$ cat config.mk
export PLATFORM = sky130hd
export DESIGN_NAME = dma_addr_cnt_engine
export DESIGN_NICKNAME = d
export VERILOG_FILES = /design/src/rtl/dma_eng_pkg.sv /design/src/rtl/dma_step_unit.sv /design/src/rtl/dma_xfer_decode.sv /design/src/rtl/dma_chan.sv /design/src/rtl/dma_addr_cnt_engine.sv
export SDC_FILE = /design/constraint.sdc
export NUM_CORES = 1
export LEC_CHECK = 0
export BUFFER_PORTS_ARGS = -buffer_cell sky130_fd_sc_hd__buf_2
export CAP_MARGIN = 10
export CORE_ASPECT_RATIO = 2
export CORE_MARGIN = 5
export CORE_UTILIZATION = 50
export DETAILED_ROUTE_END_ITERATION = 8
export GPL_ROUTABILITY_DRIVEN = 0
export PLACE_DENSITY = 0.71
export SLEW_MARGIN = 30
export SYNTH_ARGS = -nofsm -noshare
export SYNTH_HDL_FRONTEND = slang
export SYNTH_HIERARCHICAL = 1
export SYNTH_SLANG_ARGS = --single-unit
$ cat constraint.sdc
create_clock -name clk_i -period 6.7 [get_ports clk_i]
set_input_delay 0.335 -clock clk_i [delete_from_list [all_inputs] [get_ports clk_i]]
set_output_delay 0.335 -clock clk_i [all_outputs]
set_load 0.03 [all_outputs]
$ cat src/rtl/dma_eng_pkg.sv
package dma_eng_pkg;

  typedef enum logic [1:0] {
    KIND_VERIFY  = 2'b00,
    KIND_MEM_WR  = 2'b01,
    KIND_MEM_RD  = 2'b10,
    KIND_INVALID = 2'b11
  } xfer_kind_e;

  typedef struct packed {
    xfer_kind_e kind;
    logic       auto_init;
    logic       addr_dec;
  } chan_mode_t;

  localparam chan_mode_t MODE_RESET = '{kind: KIND_VERIFY, auto_init: 1'b0, addr_dec: 1'b0};

endpackage

$ cat src/rtl/dma_step_unit.sv
module dma_step_unit #(
  parameter int ADDR_W = 16,
  parameter int CNT_W  = 16
) (
  input  logic [ADDR_W-1:0] addr_i,
  input  logic [CNT_W-1:0]  cnt_i,
  input  logic              dec_i,
  output logic [ADDR_W-1:0] addr_nxt_o,
  output logic [CNT_W-1:0]  cnt_nxt_o,
  output logic              last_o
);

  // Address wraps inside its own width; no carry leaves this unit.
  always_comb begin
    if (dec_i) addr_nxt_o = addr_i - ADDR_W'(1);
    else       addr_nxt_o = addr_i + ADDR_W'(1);
    cnt_nxt_o = cnt_i - CNT_W'(1);
    last_o    = (cnt_i == '0);
  end

endmodule

$ cat src/rtl/dma_xfer_decode.sv
module dma_xfer_decode
  import dma_eng_pkg::*;
(
  input  xfer_kind_e kind_i,
  output logic       rd_o,
  output logic       wr_o
);

  always_comb begin
    rd_o = 1'b0;
    wr_o = 1'b0;
    unique case (kind_i)
      KIND_MEM_RD: rd_o = 1'b1;
      KIND_MEM_WR: wr_o = 1'b1;
      default: ;
    endcase
  end

endmodule

$ cat src/rtl/dma_chan.sv
module dma_chan
  import dma_eng_pkg::*;
#(
  parameter int ADDR_W = 16,
  parameter int CNT_W  = 16,
  parameter int PAGE_W = 4
) (
  input  logic              clk_i,
  input  logic              rst_i,
  input  logic              ld_addr_i,
  input  logic              ld_cnt_i,
  input  logic              ld_page_i,
  input  logic              ld_mode_i,
  input  logic [ADDR_W-1:0] addr_data_i,
  input  logic [CNT_W-1:0]  cnt_data_i,
  input  logic [PAGE_W-1:0] page_data_i,
  input  chan_mode_t        mode_i,
  input  logic              mask_set_i,
  input  logic              mask_clr_i,
  input  logic              tc_clr_i,
  input  logic              xfer_done_i,
  output logic [ADDR_W-1:0] cur_addr_o,
  output logic [CNT_W-1:0]  cur_cnt_o,
  output logic [PAGE_W-1:0] page_o,
  output logic              mask_o,
  output logic              tc_o,
  output logic              eop_o,
  output logic              mem_rd_o,
  output logic              mem_wr_o
);

  logic [ADDR_W-1:0] base_addr_q;
  logic [CNT_W-1:0]  base_cnt_q;
  chan_mode_t        mode_q;

  logic [ADDR_W-1:0] addr_nxt;
  logic [CNT_W-1:0]  cnt_nxt;
  logic              is_last;
  logic              kind_rd, kind_wr;
  logic              go;

  assign go = xfer_done_i & ~mask_o;

  dma_step_unit #(.ADDR_W(ADDR_W), .CNT_W(CNT_W)) u_step (
    .addr_i     (cur_addr_o),
    .cnt_i      (cur_cnt_o),
    .dec_i      (mode_q.addr_dec),
    .addr_nxt_o (addr_nxt),
    .cnt_nxt_o  (cnt_nxt),
    .last_o     (is_last)
  );

  dma_xfer_decode u_dec (
    .kind_i (mode_q.kind),
    .rd_o   (kind_rd),
    .wr_o   (kind_wr)
  );

  always_ff @(posedge clk_i) begin
    if (rst_i) begin
      base_addr_q <= '0;
      base_cnt_q  <= '0;
      cur_addr_o  <= '0;
      cur_cnt_o   <= '0;
      page_o      <= '0;
      mode_q      <= MODE_RESET;
      mask_o      <= 1'b1;
      tc_o        <= 1'b0;
      eop_o       <= 1'b0;
      mem_rd_o    <= 1'b0;
      mem_wr_o    <= 1'b0;
    end else begin
      eop_o    <= 1'b0;
      mem_rd_o <= 1'b0;
      mem_wr_o <= 1'b0;
      if (mask_clr_i) mask_o <= 1'b0;
      if (mask_set_i) mask_o <= 1'b1;
      if (tc_clr_i)   tc_o   <= 1'b0;
      if (ld_mode_i)  mode_q <= mode_i;
      if (ld_page_i)  page_o <= page_data_i;
      if (ld_addr_i) begin
        base_addr_q <= addr_data_i;
        cur_addr_o  <= addr_data_i;
      end
      if (ld_cnt_i) begin
        base_cnt_q <= cnt_data_i;
        cur_cnt_o  <= cnt_data_i;
      end
      if (go) begin
        mem_rd_o <= kind_rd;
        mem_wr_o <= kind_wr;
        if (!ld_addr_i)
          cur_addr_o <= (is_last && mode_q.auto_init) ? base_addr_q : addr_nxt;
        if (!ld_cnt_i)
          cur_cnt_o  <= (is_last && mode_q.auto_init) ? base_cnt_q : cnt_nxt;
        if (is_last) begin
          tc_o  <= 1'b1;
          eop_o <= 1'b1;
          if (!mode_q.auto_init) mask_o <= 1'b1;
        end
      end
    end
  end

endmodule

$ cat src/rtl/dma_addr_cnt_engine.sv
module dma_addr_cnt_engine
  import dma_eng_pkg::*;
#(
  parameter int NUM_CH = 4,
  parameter int ADDR_W = 16,
  parameter int CNT_W  = 16,
  parameter int PAGE_W = 4,
  localparam int PHYS_W = PAGE_W + ADDR_W
) (
  input  logic                          clk_i,
  input  logic                          rst_i,
  input  logic [NUM_CH-1:0]             ld_addr_i,
  input  logic [NUM_CH-1:0]             ld_cnt_i,
  input  logic [NUM_CH-1:0]             ld_page_i,
  input  logic [NUM_CH-1:0]             ld_mode_i,
  input  logic [ADDR_W-1:0]             addr_data_i,
  input  logic [CNT_W-1:0]              cnt_data_i,
  input  logic [PAGE_W-1:0]             page_data_i,
  input  logic [1:0]                    mode_kind_i,
  input  logic                          mode_auto_i,
  input  logic                          mode_dec_i,
  input  logic [NUM_CH-1:0]             mask_set_i,
  input  logic [NUM_CH-1:0]             mask_clr_i,
  input  logic [NUM_CH-1:0]             tc_clr_i,
  input  logic [NUM_CH-1:0]             xfer_done_i,
  output logic [NUM_CH-1:0][PHYS_W-1:0] phys_addr_o,
  output logic [NUM_CH-1:0][CNT_W-1:0]  cur_cnt_o,
  output logic [NUM_CH-1:0]             mask_o,
  output logic [NUM_CH-1:0]             tc_flag_o,
  output logic [NUM_CH-1:0]             eop_o,
  output logic [NUM_CH-1:0]             mem_rd_o,
  output logic [NUM_CH-1:0]             mem_wr_o
);

  chan_mode_t mode_word;

  always_comb begin
    mode_word.kind      = xfer_kind_e'(mode_kind_i);
    mode_word.auto_init = mode_auto_i;
    mode_word.addr_dec  = mode_dec_i;
  end

  for (genvar c = 0; c < NUM_CH; c++) begin : g_ch
    logic [ADDR_W-1:0] addr_q;
    logic [PAGE_W-1:0] page_q;

    dma_chan #(.ADDR_W(ADDR_W), .CNT_W(CNT_W), .PAGE_W(PAGE_W)) u_chan (
      .clk_i       (clk_i),
      .rst_i       (rst_i),
      .ld_addr_i   (ld_addr_i[c]),
      .ld_cnt_i    (ld_cnt_i[c]),
      .ld_page_i   (ld_page_i[c]),
      .ld_mode_i   (ld_mode_i[c]),
      .addr_data_i (addr_data_i),
      .cnt_data_i  (cnt_data_i),
      .page_data_i (page_data_i),
      .mode_i      (mode_word),
      .mask_set_i  (mask_set_i[c]),
      .mask_clr_i  (mask_clr_i[c]),
      .tc_clr_i    (tc_clr_i[c]),
      .xfer_done_i (xfer_done_i[c]),
      .cur_addr_o  (addr_q),
      .cur_cnt_o   (cur_cnt_o[c]),
      .page_o      (page_q),
      .mask_o      (mask_o[c]),
      .tc_o        (tc_flag_o[c]),
      .eop_o       (eop_o[c]),
      .mem_rd_o    (mem_rd_o[c]),
      .mem_wr_o    (mem_wr_o[c])
    );

    // Page sits above the address with no carry path between them.
    assign phys_addr_o[c] = {page_q, addr_q};
  end

endmodule

==> impl_metrics.csv <==
group,metric,value,unit
yosys,seq_area_frac_synth,34.7,%
die,io_pins,238,
yosys,synth.avg_cell_area,8.76,sq um
critical_path,cp-end-kind,"flop",
yosys,synthTopCellsByArea,"dfxtp_1 35%, mux2i_1 9.3%, a311oi_1 5.8%, a211oi_1 4.9%, ha_1 4.5%",
grt,antenna_found_initial,0,
yosys,synth-edff-count,0,
yosys,synth_top_area_share,34.7,%
yosys,synth_most_common_cell,"dfxtp_1",
yosys,synth_cells,2028,
layout,area_growth_syn_to_layout,12.8,%
route,viasPerCell,6.13,
power,internal-power,3.32,mW
layout,drive_gt1_share,16.1,%
timing,grt_setup_unrepaired,"false",
timing,setup_viol,0,
grt,grt-ovfl-total,0,
critical_path,slowest_delay,0.81,ns
grt,grt_max_degree,193,
route,drtIter0Drc,980,
route,drtAntennaViolNets,0,
yosys,ys_async_sr_fraction,0,%
timing,tightest_slew,0.996,ns
run,maxCapViolCount,0,
layout,post-route-util,57.1,%
yosys,ys.flop_type,"dfxtp_1",
yosys,synth-seq-cells,308,
clocking,cts_tree,"done",
critical_path,critPathMaxFanout,17,
die,dieWidth,143,microns
route,drc,0,
clocking,htree_levels,1,
yosys,synth_common_cells,"308 x dfxtp_1, 182 x nor2_1, 181 x nand2_1",
die,rows,97,
timing,min_period_over_period,45.3,%
timing,hold_viol_final,0,
yosys,synth_xor_area_share,5.08,%
run_status,outcome,"complete, no violations",
critical_path,cp_top_family,"compound AO/OA/AOI/OAI gates",
power,p_seq_share,42.8,%
route,wirelength,55400,microns
grt,grt_pass1_wl,86700,microns
yosys,ys_warn_count,6,
clocking,cts_sinks,308,
timing,timing.final.ws_setup,3.67,ns
power,ir_drop,0.000190,V
timing,maxSlewHeadroom,33.6,%
clocking,clk-insertion-delay-late,0.56,ns
clocking,cts-root-buf,"clkbuf_16",
route,wl_per_cell,21.0,microns
yosys,synth_area,0.0178,sq mm
placed_design,dp_hpwl,38500,microns
timing,fin_crit,3.03,ns
critical_path,crit_type,"reg -> reg",
clocking,post-cts-setup-buffers,0,
timing,finalMaxSlewViolations,0,
yosys,yosysUniqueCellTypes,68,
die,die_h,277,microns
timing,clock.fmax,330,MHz
worst_hold_path,hp-class,"in -> reg",
critical_path,crit_arrival,3.49,ns
clocking,clkTransAtPathRegs,0.07,ns
critical_path,critical-path-slowest-cell,"dfxtp_1",
yosys,syn_nets,2170,
yosys,synthMuxAreaShare,9.30,%
power,p_per_area,240,mW/mm^2
power,p_leak,8.70,nW
die,design.core.area,0.0351,sq mm
placed_design,port_buffers,237,
yosys,synth_adder_area_share,4.96,%
power,combPwrFrac,20.6,%
grt,grt_use_total,27.1,%
route,firstDrtPassIters,5,
timing,fin_tns_setup,0,ns
grt,grt_pass1_vias,16000,
critical_path,critPathRequiredTime,7.16,ns
critical_path,cp.buffers_inverters,0,
die,initial_core_util,50.6,%
die,die-area,0.0396,sq mm
layout,antennaDiodeCount,0,
yosys,synth_compound_area_share,17.3,%
yosys,synth_top_family_by_area,"simple AND/OR/NAND/NOR gates",
yosys,synth_top_cell_by_area,"dfxtp_1",
power,swShare,31.0,%
layout,nNetsFinal,2310,
power,clkPwrFrac,36.7,%
route,routed-via-count,16200,
critical_path,path_cells,"ha_1, a21oi_1, o22ai_1, a211o_1, o41ai_1, xnor2_1, nand2_1, a311oi_1",
clocking,cts_inserted_buffers,29,
critical_path,start_kind,"flop",
yosys,yosys.area_share.simple,24.2,%
power,switchingPower,1.49,mW
clocking,cts_buffer_depth,3,
placed_design,place_ws,3.69,ns
timing,skew,0.0128,ns
logic make-up after synthesis:
family	Yosys count
AO/OA/AOI/OAI	406
XOR/XNOR	103
adder cells (fa/ha/maj)	68
buffers and inverters	173
flip-flops	308
multiplexers	165
AND/OR/NAND/NOR	805
per-stage QoR:
step	std cells	hold slack, ns	cell area (sq um)	total power, mW
global route	2633	0.0397	20000	5.03
detailed placement	2576	0.463	19000	3.08
finish	2633	0.0406	20000	4.81
floorplan	2028	0.447	17800	2.79
CTS	2631	0.0182	20000	4.84
global placement	2574	0.457	18900	3.05
power by group through the flow:
stage / Sequential [mW] / Combinational, mW / Clock, mW
after floorplan: 2.18 / 0.615 / 0
after global placement: 2.09 / 0.962 / 0
after detailed placement: 2.10 / 0.982 / 0
after CTS: 2.06 / 0.989 / 1.80
after global routing: 2.07 / 1.08 / 1.88
final: 2.06 / 0.991 / 1.76
placed cells by master, fill, tap and decap left out, types with 20 or more instances in the layout:
cell type,Yosys,final
dfxtp_1,308,307
buf_2,36,229
nor2_1,182,182
nand2_1,181,181
mux2i_1,165,165
nand3_1,139,139
nor2b_1,124,124
a311oi_1,117,117
a211oi_1,115,115
a21oi_1,66,66
ha_1,64,64
xor2_1,59,59
xnor2_1,44,44
nor3_1,34,33
clkbuf_16,0,29
nand2b_1,27,27
inv_1,24,24
o21ai_1,20,20
worst register-to-register path, cell delays in order, from the launching register on:
cell and delay [ns]:
dfxtp_1 0.81, ha_1 0.43, a21oi_1 0.31, o22ai_1 0.16, a211o_1 0.32, o41ai_1 0.37
xnor2_1 0.17, nand2_1 0.07, a311oi_1 0.30
per-layer routing:
metal / GRT usage (%) / up-vias / routed length (microns)
met3: 3.99 / 166 / 3200
met4: 16.4 / 0 / 4030
met1: 30.1 / 7765 / 20300
met2: 47.7 / 526 / 27900
li1: - / 7695 / -
met5: 0 / - / 0
final timing paths:
| path | start | endpoint | slack, ns | cells after the start |
|---|---|---|---|---|
| worst max-delay path | g_ch[3].u_chan/mode_q[0] | g_ch[3].u_chan/cur_addr_o[12] | 3.67 | 8 |
| worst min-delay path | tc_clr_i[3] | g_ch[3].u_chan/tc_o | 0.04 | 3 |
| worst max register to register | g_ch[3].u_chan/mode_q[0] | g_ch[3].u_chan/cur_addr_o[12] | 3.67 | 8 |
| worst min register to register | g_ch[2].u_chan/base_addr_q[9] | g_ch[2].u_chan/base_addr_q[9] | 0.47 | 2 |
flip-flops by register name (all words and copies together), names as in the netlist:
register and flops:
g_ch.u_chan/base_addr_q 64, g_ch.u_chan/base_cnt_q 64, g_ch.u_chan/cur_addr_o 64, g_ch.u_chan/cur_cnt_o 64, g_ch.u_chan/eop_o 4, g_ch.u_chan/mask_o 4, g_ch.u_chan/mem_rd_o 4, g_ch.u_chan/mem_wr_o 4
g_ch.u_chan/mode_q 16, g_ch.u_chan/page_o 16, g_ch.u_chan/tc_o 4
what timing repair did:
| item | 4_1_cts | 5_1_grt |
|---|---|---|
| hold buffers | 4 | 0 |
| hold endpoints to repair | 4 | 0 |
| gates resized for setup | 0 | 0 |
area by class of cell:
class | count | area (sq um)
sequential | 308 | 6170
inverter | 25 | 93.8
timing repair buffer | 257 | 1400
clock buffer | 39 | 823
clock inverter | 12 | 175
fill | 3190 | 15000
tap | 445 | 557
multi-input combinational | 1547 | 10800
No activity file was read; power rests on OpenSTA's default activity.
